## src/rtl/regspec_pkg.sv

```systemverilog
package regspec_pkg;

  // Frame selector codes; the numeric values are part of the interface.
  typedef enum logic [2:0] {
    SEL_SELF     = 3'd0,
    SEL_CHILD    = 3'd1,
    SEL_PARENT   = 3'd2,
    SEL_GLOBAL   = 3'd3,
    SEL_TRAP_S1  = 3'd4,
    SEL_TRAP_S2  = 3'd5,
    SEL_TRAP_DST = 3'd6,
    SEL_RSVD     = 3'd7
  } frame_sel_e;

  // Field selector codes.
  typedef enum logic [1:0] {
    PICK_WORD = 2'd0,
    PICK_DATA = 2'd1,
    PICK_GEN  = 2'd2,
    PICK_TYPE = 2'd3
  } field_pick_e;

endpackage

```

## src/rtl/regspec_resolve.sv

```systemverilog
module regspec_resolve
  import regspec_pkg::*;
#(
  parameter int FW           = 4,
  parameter int RW           = 4,
  parameter int GLOBAL_FRAME = 7
) (
  input  frame_sel_e        sel,
  input  logic [RW-1:0]     reg_in,
  input  logic [FW-1:0]     self_frame,
  input  logic [FW-1:0]     par_frame,
  input  logic              par_ok,
  input  logic [FW-1:0]     chd_frame,
  input  logic              chd_ok,
  input  logic [FW+RW-1:0]  trap_s1,
  input  logic [FW+RW-1:0]  trap_s2,
  input  logic [FW+RW-1:0]  trap_dst,
  output logic [FW-1:0]     abs_frame,
  output logic [RW-1:0]     abs_reg,
  output logic              bad
);

  // Returns {bad, frame, reg} for one relative specifier.
  function automatic logic [FW+RW:0] resolve_fn(
    input frame_sel_e       s,
    input logic [RW-1:0]    r_in,
    input logic [FW-1:0]    self_f,
    input logic [FW-1:0]    par_f,
    input logic             par_v,
    input logic [FW-1:0]    chd_f,
    input logic             chd_v,
    input logic [FW+RW-1:0] t1,
    input logic [FW+RW-1:0] t2,
    input logic [FW+RW-1:0] td
  );
    logic [FW-1:0] f;
    logic [RW-1:0] r;
    logic          b;
    f = self_f;
    r = r_in;
    b = 1'b0;
    case (s)
      SEL_SELF:     f = self_f;
      SEL_CHILD:    begin f = chd_f; b = !chd_v; end
      SEL_PARENT:   begin f = par_f; b = !par_v; end
      SEL_GLOBAL:   f = FW'(GLOBAL_FRAME);
      SEL_TRAP_S1:  {f, r} = t1;
      SEL_TRAP_S2:  {f, r} = t2;
      SEL_TRAP_DST: {f, r} = td;
      default:      b = 1'b1;
    endcase
    return {b, f, r};
  endfunction

  always_comb begin
    {bad, abs_frame, abs_reg} = resolve_fn(sel, reg_in, self_frame, par_frame,
                                           par_ok, chd_frame, chd_ok,
                                           trap_s1, trap_s2, trap_dst);
  end

endmodule

```

## src/rtl/regspec_field.sv

```systemverilog
module regspec_field
  import regspec_pkg::*;
#(
  parameter int DW          = 32,
  parameter int TW          = 5,
  parameter int GW          = 3,
  parameter int RW          = 4,
  parameter int FIXNUM_CODE = 1
) (
  input  logic [DW+TW+GW-1:0] raw,
  input  logic [RW-1:0]       abs_reg,
  input  field_pick_e         pick,
  input  logic                imm_en,
  input  logic [DW-1:0]       imm,
  output logic [DW+TW+GW-1:0] shaped
);

  localparam int WW = DW + TW + GW;

  // A small-integer word carrying the given data.
  function automatic logic [WW-1:0] fixnum_word(input logic [DW-1:0] d);
    return {{GW{1'b0}}, TW'(FIXNUM_CODE), d};
  endfunction

  function automatic logic [WW-1:0] shape_fn(input logic [WW-1:0] w,
                                             input field_pick_e p);
    logic [GW-1:0] g;
    logic [TW-1:0] t;
    logic [DW-1:0] d;
    {g, t, d} = w;
    case (p)
      PICK_DATA: return fixnum_word(d);
      PICK_GEN:  return fixnum_word(DW'(g));
      PICK_TYPE: return fixnum_word(DW'(t));
      default:   return w;
    endcase
  endfunction

  logic [WW-1:0] src_word;
  logic          reg_is_zero;

  assign reg_is_zero = (abs_reg == '0);

  always_comb begin
    src_word = reg_is_zero ? fixnum_word('0) : raw;
    if (imm_en) shaped = fixnum_word(imm);
    else        shaped = shape_fn(src_word, pick);
  end

endmodule

```

## src/rtl/regspec_xlate.sv

```systemverilog
module regspec_xlate
  import regspec_pkg::*;
#(
  parameter int FW           = 4,
  parameter int RW           = 4,
  parameter int DW           = 32,
  parameter int TW           = 5,
  parameter int GW           = 3,
  parameter int FIXNUM_CODE  = 1,
  parameter int GLOBAL_FRAME = 7
) (
  input  logic                clk,
  input  logic                rst_n,
  input  logic                req_valid,
  input  logic [FW-1:0]       cur_frame,
  input  logic [FW-1:0]       par_frame,
  input  logic                par_ok,
  input  logic [FW-1:0]       chd_frame,
  input  logic                chd_ok,
  input  logic [FW+RW-1:0]    trap_src1,
  input  logic [FW+RW-1:0]    trap_src2,
  input  logic [FW+RW-1:0]    trap_dst,
  input  logic [2:0]          spec_a_base,
  input  logic [RW-1:0]       spec_a_reg,
  input  logic [1:0]          spec_a_fld,
  input  logic [2:0]          spec_b_base,
  input  logic [RW-1:0]       spec_b_reg,
  input  logic [1:0]          spec_b_fld,
  input  logic [2:0]          spec_d_base,
  input  logic [RW-1:0]       spec_d_reg,
  input  logic                imm_en,
  input  logic [DW-1:0]       imm,
  output logic [FW-1:0]       rf_a_frame,
  output logic [RW-1:0]       rf_a_reg,
  input  logic [DW+TW+GW-1:0] rf_a_word,
  output logic [FW-1:0]       rf_b_frame,
  output logic [RW-1:0]       rf_b_reg,
  input  logic [DW+TW+GW-1:0] rf_b_word,
  output logic                out_valid,
  output logic [DW+TW+GW-1:0] opnd_a,
  output logic [DW+TW+GW-1:0] opnd_b,
  output logic [FW-1:0]       dst_frame,
  output logic [RW-1:0]       dst_reg,
  output logic [2:0]          spec_bad
);

  localparam int WW    = DW + TW + GW;
  localparam int NSPEC = 3;  // A, B, destination
  localparam int NSRC  = 2;  // A, B

  frame_sel_e    sel_v   [NSPEC];
  logic [RW-1:0] reg_v   [NSPEC];
  logic [FW-1:0] res_frame [NSPEC];
  logic [RW-1:0] res_reg   [NSPEC];
  logic [NSPEC-1:0] res_bad;

  logic [WW-1:0] raw_v    [NSRC];
  field_pick_e   pick_v   [NSRC];
  logic          imm_v    [NSRC];
  logic [WW-1:0] shaped_v [NSRC];

  // Named event wire: flags as they will be captured this cycle.
  logic [NSPEC-1:0] bad_now;

  always_comb begin
    sel_v[0] = frame_sel_e'(spec_a_base);
    sel_v[1] = frame_sel_e'(spec_b_base);
    sel_v[2] = frame_sel_e'(spec_d_base);
    reg_v[0] = spec_a_reg;
    reg_v[1] = spec_b_reg;
    reg_v[2] = spec_d_reg;
    raw_v[0] = rf_a_word;
    raw_v[1] = rf_b_word;
    pick_v[0] = field_pick_e'(spec_a_fld);
    pick_v[1] = field_pick_e'(spec_b_fld);
    imm_v[0]  = 1'b0;
    imm_v[1]  = imm_en;
  end

  for (genvar i = 0; i < NSPEC; i++) begin : g_res
    regspec_resolve #(
      .FW(FW), .RW(RW), .GLOBAL_FRAME(GLOBAL_FRAME)
    ) u_res (
      .sel        (sel_v[i]),
      .reg_in     (reg_v[i]),
      .self_frame (cur_frame),
      .par_frame  (par_frame),
      .par_ok     (par_ok),
      .chd_frame  (chd_frame),
      .chd_ok     (chd_ok),
      .trap_s1    (trap_src1),
      .trap_s2    (trap_src2),
      .trap_dst   (trap_dst),
      .abs_frame  (res_frame[i]),
      .abs_reg    (res_reg[i]),
      .bad        (res_bad[i])
    );
  end

  for (genvar j = 0; j < NSRC; j++) begin : g_fld
    regspec_field #(
      .DW(DW), .TW(TW), .GW(GW), .RW(RW), .FIXNUM_CODE(FIXNUM_CODE)
    ) u_fld (
      .raw     (raw_v[j]),
      .abs_reg (res_reg[j]),
      .pick    (pick_v[j]),
      .imm_en  (imm_v[j]),
      .imm     (imm),
      .shaped  (shaped_v[j])
    );
  end

  assign rf_a_frame = res_frame[0];
  assign rf_a_reg   = res_reg[0];
  assign rf_b_frame = res_frame[1];
  assign rf_b_reg   = res_reg[1];

  assign bad_now = {res_bad[2], res_bad[1] & ~imm_en, res_bad[0]};

  always_ff @(posedge clk or negedge rst_n) begin
    if (!rst_n) begin
      out_valid <= 1'b0;
      opnd_a    <= '0;
      opnd_b    <= '0;
      dst_frame <= '0;
      dst_reg   <= '0;
      spec_bad  <= '0;
    end else begin
      out_valid <= req_valid;
      if (req_valid) begin
        opnd_a    <= shaped_v[0];
        opnd_b    <= shaped_v[1];
        dst_frame <= res_frame[2];
        dst_reg   <= res_reg[2];
        spec_bad  <= bad_now;
      end
    end
  end

endmodule

```

## config.mk

```make
export PLATFORM = sky130hd
export DESIGN_NAME = regspec_xlate
export DESIGN_NICKNAME = d
export VERILOG_FILES = /design/src/rtl/regspec_pkg.sv /design/src/rtl/regspec_resolve.sv /design/src/rtl/regspec_field.sv /design/src/rtl/regspec_xlate.sv
export SDC_FILE = /design/constraint.sdc
export NUM_CORES = 1
export LEC_CHECK = 0
export BUFFER_PORTS_ARGS = -buffer_cell sky130_fd_sc_hd__clkbuf_2
export CAP_MARGIN = 10
export CORE_MARGIN = 4
export CORE_UTILIZATION = 41
export CTS_CLUSTER_SIZE = 16
export DETAILED_ROUTE_END_ITERATION = 16
export MAX_ROUTING_LAYER = met4
export PLACE_DENSITY = 0.78
export SLEW_MARGIN = 30
export SYNTH_ARGS = -nofsm -noshare
export SYNTH_HDL_FRONTEND = slang
export SYNTH_SLANG_ARGS = --single-unit
```

## constraint.sdc

```tcl
create_clock -name clk -period 1.42 [get_ports clk]
set_clock_uncertainty 0.15 [all_clocks]
set_input_delay 0.142 -clock clk [delete_from_list [all_inputs] [get_ports clk]]
set_output_delay 0.142 -clock clk [all_outputs]
set_load 0.02 [all_outputs]
```

==> run summary, run 1 <==
In this run the core area contains 41 standard-cell rows. The tools report the initial antenna violation count as 3. The tool reported: "[ERROR DRT-0255] Maze Route cannot find path of net clk in worker of routeBox ( 96600 96600 ) ( 121130 121130 )". Counting distinct cell types in the post-synthesis netlist gives 55. The placer's final routability congestion estimate is 0.964. Count of clock tree sinks: 92.

The placement-stage cell area was 0.00741 mm². The root buffer selected by CTS was clkbuf_16. The global-route repair_timing pass left the worst setup endpoint at opnd_a[37]$_DFFE_PN0P_/D. The floorplan step set the die height to 121 µm. The tools report the via count of the first global-routing pass as 7312. Yosys attributes the largest share of cell area to dfrtp_1, a22o_1, a221o_1, and3_1, a21oi_1.

The run stopped with a tool error. Yosys printed 0 warnings. Number of I/O port buffers: 286. The global-route wire length before repair came out at 40200 µm. In this run, synthesis inferred 0 flip-flops with an integrated enable. The most common cell in the synthesized netlist is dfrtp_1. The synthesized design contains 92 register bits.

The post-synth design cell area is 0.00525 mm², and the maximum clock insertion buffer count is 2. Of the synthesized area, sequential elements account for 43.9%. During I/O placement, the number of pins put on the boundary was 287. The net count after synthesis came out at 704. Summed over all layers, the global routing overflow is 0. From left edge to right edge, the die measures 121 µm. Entering global routing, the biggest net connects 60 pins. The share of async-settable or async-resettable flops after synthesis works out to 100%. After the last repair the worst path ends at a sequential cell input. Counting instances in the post-synthesis netlist gives the leading cell types as dfrtp_1, a22o_1, and3_1.

Among all flip-flop cells after synthesis, the most frequent one is dfrtp_1. The number of clock buffers added by TritonCTS is 9. The run ended at detailed routing. The half-perimeter wire length after placement is 14800 µm. The largest total area in the synthesized netlist belongs to dfrtp_1.

Average size of a mapped cell: 10.0 µm². The tools report the number of standard cells after synthesis as 525. The tools report the H-tree depth reported by CTS as 3. The initial core utilization was 41.8%; the overall routing resource usage was 36.0%. The share of synthesized area in the top cell type comes to 43.9%.
-- kinds of logic after synthesis --
family          after synthesis  share of synthesized area, %
flops                        92                          43.9
buf+inv                      65                          5.67
mux                          26                          5.41
compound gates              212                          31.4
simple gates                130                          13.6
-- per-layer routing --
metal	track usage [%]
met4	23.5
met3	7.32
met5	-
met2	58.6
met1	40.4
-- per-stage QoR --
| stage | setup slack [ns] | TNS, ns | hold slack (ns) | std cells |
|---|---|---|---|---|
| after CTS | -0.367 | -27.04 | 0.00123 | 1157 |
| after floorplan | -0.563 | -36.99 | -0.304 | 525 |
| after detailed placement | -0.809 | -65.06 | -0.0173 | 1019 |
| after global routing | -0.515 | -39.63 | 0.0142 | 1170 |
| after global placement | -0.764 | -60.48 | -0.0187 | 1019 |
-- what timing repair did --
action	CTS	global route
pin swaps	28	27
cloned	3	3
endpoints found under the setup margin	96	97
resized for setup	131	46
endpoints found under the hold margin	171	1
hold buffers	100	1
buffers inserted	22	9
==> run 2: changes to the inputs <==
--- a/config.mk
+++ b/config.mk
@@ -8,11 +8,9 @@
 export BUFFER_PORTS_ARGS = -buffer_cell sky130_fd_sc_hd__clkbuf_2
 export CAP_MARGIN = 10
 export CORE_MARGIN = 4
-export CORE_UTILIZATION = 41
-export CTS_CLUSTER_SIZE = 16
+export CORE_UTILIZATION = 40
 export DETAILED_ROUTE_END_ITERATION = 16
-export MAX_ROUTING_LAYER = met4
-export PLACE_DENSITY = 0.78
+export PLACE_DENSITY_LB_ADDON = 0.15
 export SLEW_MARGIN = 30
 export SYNTH_ARGS = -nofsm -noshare
 export SYNTH_HDL_FRONTEND = slang
==> constraint.sdc (replaced) <==
create_clock -name clk -period 1.8 [get_ports clk]
set_clock_uncertainty 0.15 [all_clocks]
set_input_delay 0.18 -clock clk [delete_from_list [all_inputs] [get_ports clk]]
set_output_delay 0.18 -clock clk [all_outputs]
set_load 0.02 [all_outputs]
==> run 2 against run 1 <==
The flow now finishes, with violations (setup timing); synthesized cell count unchanged; area after synthesis did not move; global-route usage is 8.6 points lower.
==> run summary, run 2 <==
The multi-input gate area in the final layout was 0.00288 mm². Maximum clock rate: 0.521 GHz. The run finished, with violations left. After detailed routing, the average wire length per cell comes to 19.3 µm. Across the whole layout, storage elements account for 0.00230 mm². The tools report the detailed-route DRC error count as 0.

The checks that failed: setup timing. Biggest area contributors in the synthesized netlist: dfrtp_1, a22o_1, a221o_1, and3_1, a21oi_1 (unchanged). The routed layout has 6190 vias.

The tools report the total count of max-transition violations in the final report as 0. The predominant post-synthesis flop cell is dfrtp_1 (unchanged). Summed over all cells, the static leakage comes to 4.56 nW. In this run the tightest slew margin relative to its limit is 67.8%. The overall routing resource usage came out at 27.5% (was 36.0%).

Clock transition at the registers of the reported paths: 0.07 ns. Path category of the worst min-delay check: in -> reg. In this run the worst path has a maximum fanout of 15. The finished layout holds 1114 standard cells, fillers aside.

The tools report the clock insertion delay at the later pin of the skew report as 0.34 ns. In the final layout, the registers with the most flip-flops are opnd_a x40, opnd_b x40. On the worst path, the slowest cell contributes a delay of 0.32 ns. For the cell row count, the log shows 41 (unchanged). The area of the die is 0.0150 mm², and the number of setup violations in the final report is 61. The half-perimeter wire length after placement was 15000 µm (was 14800 µm). Leaving out fill and tap cells, the most frequent cell in the layout is clkbuf_2. The placer's final routability congestion estimate came out at 0.930 (was 0.964). The pin slew with the least headroom to its limit is 0.481 ns, and the initial antenna violation count is 0 (was 3). Launch instance of the worst min-delay path: req_valid.

The library cells used most frequently in the layout, excluding fill and tap cells, are clkbuf_2, dfrtp_1, dlygate4sd3_1. Most common library cells after synthesis: dfrtp_1, a22o_1, and3_1 (unchanged). The height of the die came out at 123 µm (was 121 µm).

The sequential area share after synthesis is 43.9% (unchanged). The CTS buffer count came out at 9 (unchanged). Cell type group with the largest total delay on the critical path: compound AO/OA/AOI/OAI gates. The initial core utilization is 41.2% (was 41.8%), and the number of DRC markers after the initial detailed-route iteration is 308. The average size of a mapped cell was 10.0 µm² (unchanged); the share of cells above drive strength 1 was 47.0%. The run gives 1.98 ns as the arrival time at the worst endpoint. The maximum clock insertion buffer count was 2 (unchanged). Walking the worst path, the cells encountered are clkbuf_16, buf_8, mux2_4, o21a_1, o41ai_4, a211oi_4, buf_12, a221o_1. The count of flip-flops with a built-in enable after synthesis was 0 (unchanged). The per-cell via count in the routed design is 5.56. The post-synth design cell area was 0.00525 mm² (unchanged). At the end of the flow the core is filled with cells to 70.0%. The share of async-settable or async-resettable flops after synthesis is 100% (unchanged). The net count after synthesis came out at 704 (unchanged). The maximum number of pins on one net before global-route repair was 88 (was 60); the worst setup timing slack at the placement stage was -0.488 ns (was -0.809 ns).

The pre-antenna-repair detailed-routing pass consisted of 4 iterations. The power density relative to cell area was 708 mW/mm². The run gives -0.121 ns as the post-layout worst setup margin. The number of fillers in the final layout is 1011.

The classification of the worst setup path was in -> reg. The startpoint identified for the worst register-to-register timing path is opnd_b[21]. For the number of placed I/O pins, the log shows 287 (unchanged). The number of standard cells after synthesis was 525 (unchanged). TritonCTS built the clock tree. The root buffer selected by CTS is clkbuf_16 (unchanged). Tracing the worst setup path back leads to its startpoint at spec_b_base[1]. The final global-route overflow total came out at 0 (unchanged).

The tools report the number of distinct library cell variants in the gate-level netlist after synthesis as 55 (unchanged). The most numerous cell in the Yosys netlist was dfrtp_1 (unchanged). The area of the core was 0.0127 mm²; the H-tree depth reported by CTS was 3 (unchanged).

The number of I/O port buffers is 286 (unchanged), and the number of routed nets with antenna violations is 0. Summing internal, switching and leakage power gives 0.00631 W. Setup repair after global routing could not meet its margin everywhere. The count of clock tree sinks was 92 (unchanged); the total routed wirelength was 21500 µm.

The number of hold violations in the final report came out at 0. The tools report the via count of the first global-routing pass as 6332 (was 7312). Register bit total from synthesis: 92 (unchanged). For the worst setup path, the data required time is 1.86 ns. The cell type with the highest aggregate area in the netlist is dfrtp_1 (unchanged). The final period demand of the worst path was 1.92 ns.

The tools report the sort of element at the end of the critical path as a flip-flop. The share of the clock period used by the worst path came out at 107%. The tool flagged a number of max-cap violations equal to 0. Count of buffer and inverter cells on the critical path: 3.

The tools report the launching element type of the critical path as a primary input. The horizontal die dimension is 123 µm (was 121 µm), and the number of instances in the placed design is 994 (was 1019). For the worst reg-to-reg setup slack, the log shows 0.75 ns.

The logs give 32500 µm (was 40200 µm) for the global-route wire length before repair and 1115 for the final net count. In the final timing run, aggregate negative setup slack is -4.01 ns. The area share of the leading cell type in the synthesized netlist was 43.9% (unchanged); the yosys synthesis warning count was 0 (unchanged).

The post-synthesis to final-layout area growth is 69.8%. The library cell contributing the largest single delay on the critical path is o41ai_4. The worst-case IR drop observed on VDD is 0.000632 V.
run 2: cell counts after synthesis:
Identical to the previous run, type by type.
run 2: logic make-up (layout without fill, tap and decap cells):
family | Yosys count | count (layout) | share of synthesized area (%)
AOI/OAI and AO/OA | 212 | 213 | 31.4
and+or+nand+nor | 130 | 130 | 13.6
DFF | 92 | 92 | 43.9
buffers and inverters | 65 | 480 | 5.67
muxes | 26 | 26 | 5.41
other | 0 | 1 | 0
run 2: per-stage QoR:
stage | hold WS (ns) | cell area (µm²)
after floorplan | -0.266 | 5300
after global placement | 0.000286 | 7180
after detailed placement | 0.00917 | 7180
after CTS | 0.00373 | 8670
after global routing | 0.0308 | 8910
final | 0.0125 | 8910
run 2: timing repair:
| item | in CTS | in global routing |
|---|---|---|
| resized for setup | 54 | 46 |
| hold buffers | 74 | 0 |
| hold endpoints to repair | 104 | 0 |
| endpoints found under the setup margin | 78 | 79 |
| cloned | 3 | 2 |
| setup buffers | 16 | 8 |
| pin swaps | 11 | 22 |
run 2: layout make-up:
class | count | area share (%)
flip-flops and latches | 92 | 25.8
inverters | 20 | 0.885
clock buffers | 9 | 2.53
diodes | 1 | 0.0281
multi-input cells | 369 | 32.3
clock inverters | 7 | 0.927
well taps | 172 | 2.42
repair buffers | 444 | 35.0
run 2: final timing paths:
path / to / cells past startpoint
worst max-delay path: opnd_b[21] / 8
worst min-delay path: opnd_b[0] / 2
worst max register to register: opnd_b[21] / 1
worst min register to register: dst_reg[3] / 1
max in group asynchronous: opnd_b[11] / 3
min in group asynchronous: opnd_b[17] / 2
run 2: report_power, final:
group	total (W)	switching, W	leakage (nW)	internal (W)
logic	0.00198	0.00105	3.23	0.000937
registers	0.00237	0.000115	1.17	0.00225
clock network	0.00196	0.000856	0.150	0.00110
run 2: per-layer routing:
metal	wire length [µm]	global-route usage, %	vias to the layer above
met5	0	0	-
met4	973	14.3	0
met3	1630	6.73	72
met2	10600	46.5	285
met1	8280	32.3	2971
li1	-	-	2862
Note: power is estimated with default switching activity, not from simulation.
==> run 3: changes to the inputs <==
--- a/config.mk
+++ b/config.mk
@@ -5,12 +5,14 @@
 export SDC_FILE = /design/constraint.sdc
 export NUM_CORES = 1
 export LEC_CHECK = 0
+export ABC_AREA = 1
 export BUFFER_PORTS_ARGS = -buffer_cell sky130_fd_sc_hd__clkbuf_2
 export CAP_MARGIN = 10
 export CORE_MARGIN = 4
 export CORE_UTILIZATION = 40
 export DETAILED_ROUTE_END_ITERATION = 16
-export PLACE_DENSITY_LB_ADDON = 0.15
+export HOLD_SLACK_MARGIN = 0.03
+export PLACE_DENSITY_LB_ADDON = 0.12
 export SLEW_MARGIN = 30
 export SYNTH_ARGS = -nofsm -noshare
 export SYNTH_HDL_FRONTEND = slang
==> run 3 against run 2 <==
The run now ends clean; non-clock buffer count decreased by 16; combinational power decreased by 9%; clock power decreased by 5%; fmax increased by 9.6%; critical path depth decreased by 1; sequential share of layout area increased by 1.4 points; synthesized cell count increased by 38%; global-route usage increased by 0.072 points; sequential cell count unchanged; total power decreased by 4.1%; sequential power about the same; register-to-register slack improved by 0.18 ns; critical endpoint is now rf_a_frame[1].
==> run summary, run 3 <==
The flow ran to the end, and the final reports show no timing, DRC or antenna violations. The tools report the beginning of the worst register-to-register path as opnd_b[29] (was opnd_b[21]). The final instance count without filler cells is 1300 (was 1114). The overall routing resource usage came out at 27.5% (about the same). The global-route wire length before repair is 32900 µm (was 32500 µm). Register bit total from synthesis: 92 (unchanged). The tools report the area of the die as 0.0150 mm² (about the same). Total count of max-transition violations in the final report: 0 (unchanged).

The worst IR drop on VDD was 0.000562 V (was 0.000632 V); the share of async-settable or async-resettable flops after synthesis was 100% (unchanged). The path category of the worst min-delay check is in -> reg (unchanged). For the count of clock tree sinks, the log shows 92 (unchanged).

The H-tree depth reported by CTS came out at 3 (unchanged). The pin slew with the least headroom to its limit was 0.464 ns (was 0.481 ns); the required time reported for the critical path endpoint was 1.47 ns (was 1.86 ns). The run gives 0.00526 mm² (was 0.00525 mm²) as the post-synth design cell area. The tools report the critical path launch point as spec_a_base[2] (was spec_b_base[1]). The tools report the number of DRC markers after the initial detailed-route iteration as 562 (was 308). The cell type with the highest aggregate area in the netlist is dfrtp_1 (unchanged). Top library cells by usage in the layout, fill and taps aside: clkbuf_2, nand2_1, dlygate4sd3_1 (was clkbuf_2, dfrtp_1, dlygate4sd3_1).

The final global-route overflow total came out at 0 (unchanged). The detailed-route DRC error count is 0 (unchanged). The maximum number of pins on one net before global-route repair is 56 (was 88), and the placement-stage cell area is 0.00709 mm² (was 0.00718 mm²).

The tools report the overall via count from detail_route as 6727 (was 6190). Setup repair after global routing could not meet its margin everywhere. The launching element type of the critical path was a primary input (unchanged). The post-synthesis to final-layout area growth came out at 60.6% (was 69.8%).

The number of placed I/O pins was 287 (unchanged); the worst reg-to-reg setup slack was 0.93 ns (was 0.75 ns). The sort of element at the end of the critical path is an output port (was a flip-flop). The clock insertion delay at the later pin of the skew report was 0.34 ns (about the same); the count of flip-flops with a built-in enable after synthesis was 0 (unchanged). The total routed wirelength was 21100 µm (was 21500 µm); the worst slew margin relative to its limit was 69.0% (was 67.8%).

The maximum clock insertion buffer count came out at 2 (unchanged). The number of distinct library cell variants in the gate-level netlist after synthesis came out at 31 (was 55). The half-perimeter wire length after placement came out at 15000 µm (about the same). The classification of the worst setup path was in -> out (was in -> reg).

The number of cell instances on the worst register-to-register path was 2 (was 1); the initial antenna violation count was 0 (unchanged). The horizontal die dimension is 123 µm (about the same), and the number of I/O port buffers is 286 (unchanged). The yosys synthesis warning count is 0 (unchanged), and the average size of a mapped cell is 7.26 µm² (was 10.0 µm²). The run gives 0 (unchanged) as the number of hold violations in the final report. The tightest hold margin is 0.0339 ns (was 0.0125 ns), and the height of the die is 123 µm (about the same). The run gives 7 (was 4) as the detailed-routing iteration count for the pre-antenna-repair pass. The most numerous cell in the Yosys netlist was nand2_1 (was dfrtp_1). The logs give 0 (unchanged) for the number of routed nets with antenna violations and 6621 (was 6332) for the via count of the first global-routing pass. The clock transition at the registers of the reported paths was 0.06 ns (was 0.07 ns); the maximum clock rate was 0.570 GHz (was 0.521 GHz). For the number of antenna cells inserted, the log shows 0 (was 1).

The tools report the initial core utilization as 41.3% (was 41.2%). Sequential area share after synthesis: 43.8% (was 43.9%). The net count after synthesis came out at 903 (was 704). The final instance area is 0.00844 mm² (was 0.00891 mm²), and the power density relative to cell area is 717 mW/mm² (was 708 mW/mm²). The run gives 724 (was 525) as the number of standard cells after synthesis. The final period demand of the worst path is 1.75 ns (was 1.92 ns), and the post-layout worst setup margin is 0.0466 ns (was -0.121 ns).

The run gives 1302 (was 1115) as the final net count. The share of the clock period used by the worst path came out at 97.4% (was 107%). Most common library cells after synthesis: nand2_1, nand3_1, nor2_1 (was dfrtp_1, a22o_1, and3_1). The tools report the total leakage power as 4.39 nW (was 4.56 nW). The tools report the CTS buffer count as 9 (unchanged). Largest regs: opnd_a x40, opnd_b x40 (unchanged). The tools report the number of setup violations in the final report as 0 (was 61). The area share of the leading cell type in the synthesized netlist is 43.8% (was 43.9%). The worst setup timing slack at the placement stage was -0.125 ns (was -0.488 ns); the arrival time at the worst endpoint was 1.42 ns (was 1.98 ns).

The tools report the endpoint of the worst register-to-register path as opnd_b[29] (was opnd_b[21]). The commonest non-fill, non-tap cell in the layout is clkbuf_2 (unchanged). Critical path capture point: rf_a_frame[1] (was opnd_b[21]). The predominant post-synthesis flop cell was dfrtp_1 (unchanged). The cell row count is 41 (unchanged), and the number of max-cap violations is 0 (unchanged). The maximum fanout count along the critical path was 12 (was 15); the share of cells above drive strength 1 was 32.3% (was 47.0%). TritonCTS built the clock tree.

The utilization after layout came out at 66.3% (was 70.0%). The tools report the area of the core as 0.0127 mm² (unchanged). The root buffer selected by CTS is clkbuf_16 (unchanged). The run gives 1.01 (was 0.930) as the placer's final routability congestion estimate. Biggest area contributors in the synthesized netlist: dfrtp_1, nand2_1, nand3_1, nor2_1, a21oi_1 (was dfrtp_1, a22o_1, a221o_1, and3_1, a21oi_1). The post-detailed-route wirelength per cell works out to 16.2 µm (was 19.3 µm). The per-cell via count in the routed design works out to 5.17 (was 5.56).

The tools report the number of instances in the placed design as 1181 (was 994).
[run 3: changes by cell type after synthesis, sizes merged, moves of 13 or more]
cell and delta:
nor2 +73, a21oi +29, inv +44, mux2 -13, mux2i -13, nand4 +14, o21a -13, o21ai +26
a22o -32, a221o -28, nand3 +95, and3 -33, nand2 +126
[run 3: final cells by class]
| class | count | area, µm² |
|---|---|---|
| fillers | 1146 | 4280 |
| multi-input cells | 529 | 2550 |
| repair buffers | 428 | 2850 |
| flip-flops and latches | 92 | 2300 |
| clock inverters | 5 | 42.5 |
| well taps | 172 | 215 |
| inverters | 63 | 236 |
| clock buffers | 11 | 243 |
[run 3: worst min path at each step]
stage                        startpoint           end  slack (ns)  cells past startpoint
after CTS                 spec_d_reg[2]    dst_reg[2]        0.03                      3
after floorplan                   rst_n  dst_frame[0]       -0.27                      0
after global routing       cur_frame[3]  dst_frame[3]        0.05                      5
after detailed placement          rst_n    opnd_b[36]       -0.03                      1
after global placement            rst_n    opnd_b[36]       -0.03                      1
final                            imm[2]     opnd_b[2]        0.03                      5
[run 3: stage by stage]
step / setup TNS [ns] / power [W]
global placement: -1.82 / 0.00400
detailed placement: -2.51 / 0.00401
global route: -0.0700 / 0.00635
floorplan: 0 / 0.00325
CTS: 0 / 0.00607
finish: 0 / 0.00605
[run 3: routing by layer]
layer | global-route usage, % | vias to the layer above | wire [µm]
met2 | 46.4 | 331 | 10300
met3 | 6.64 | 61 | 1660
met5 | 0 | - | 0
met4 | 10.5 | 0 | 705
met1 | 34.2 | 3094 | 8420
li1 | - | 3241 | -
[run 3: timing repair]
action                                  4_1_cts  5_1_grt
setup buffers                                 0        0
resized for setup                             1       16
endpoints found under the hold margin       166        0
endpoints found under the setup margin        1        8
hold buffers                                103        0
pin swaps                                     0        1
[run 3: cells by family after synthesis]
logic type / Yosys count / synth area share [%]
AND/OR/NAND/NOR: 370 / 30.5
AO/OA/AOI/OAI: 159 / 17.3
buffers and inverters: 103 / 8.36
flip-flops: 92 / 43.8
[run 3: critical path: stages]
cell and delay [ns]:
buf_2 0.17, buf_4 0.18, nor3_1 0.23, inv_2 0.10, buf_4 0.14, o2111ai_1 0.20
clkbuf_2 0.21
[run 3: power breakdown]
part           internal (W)  leakage (nW)  switching, W
clock              0.000996         0.142      0.000868
combinational      0.000741          3.11       0.00107
sequential          0.00226          1.15      0.000116
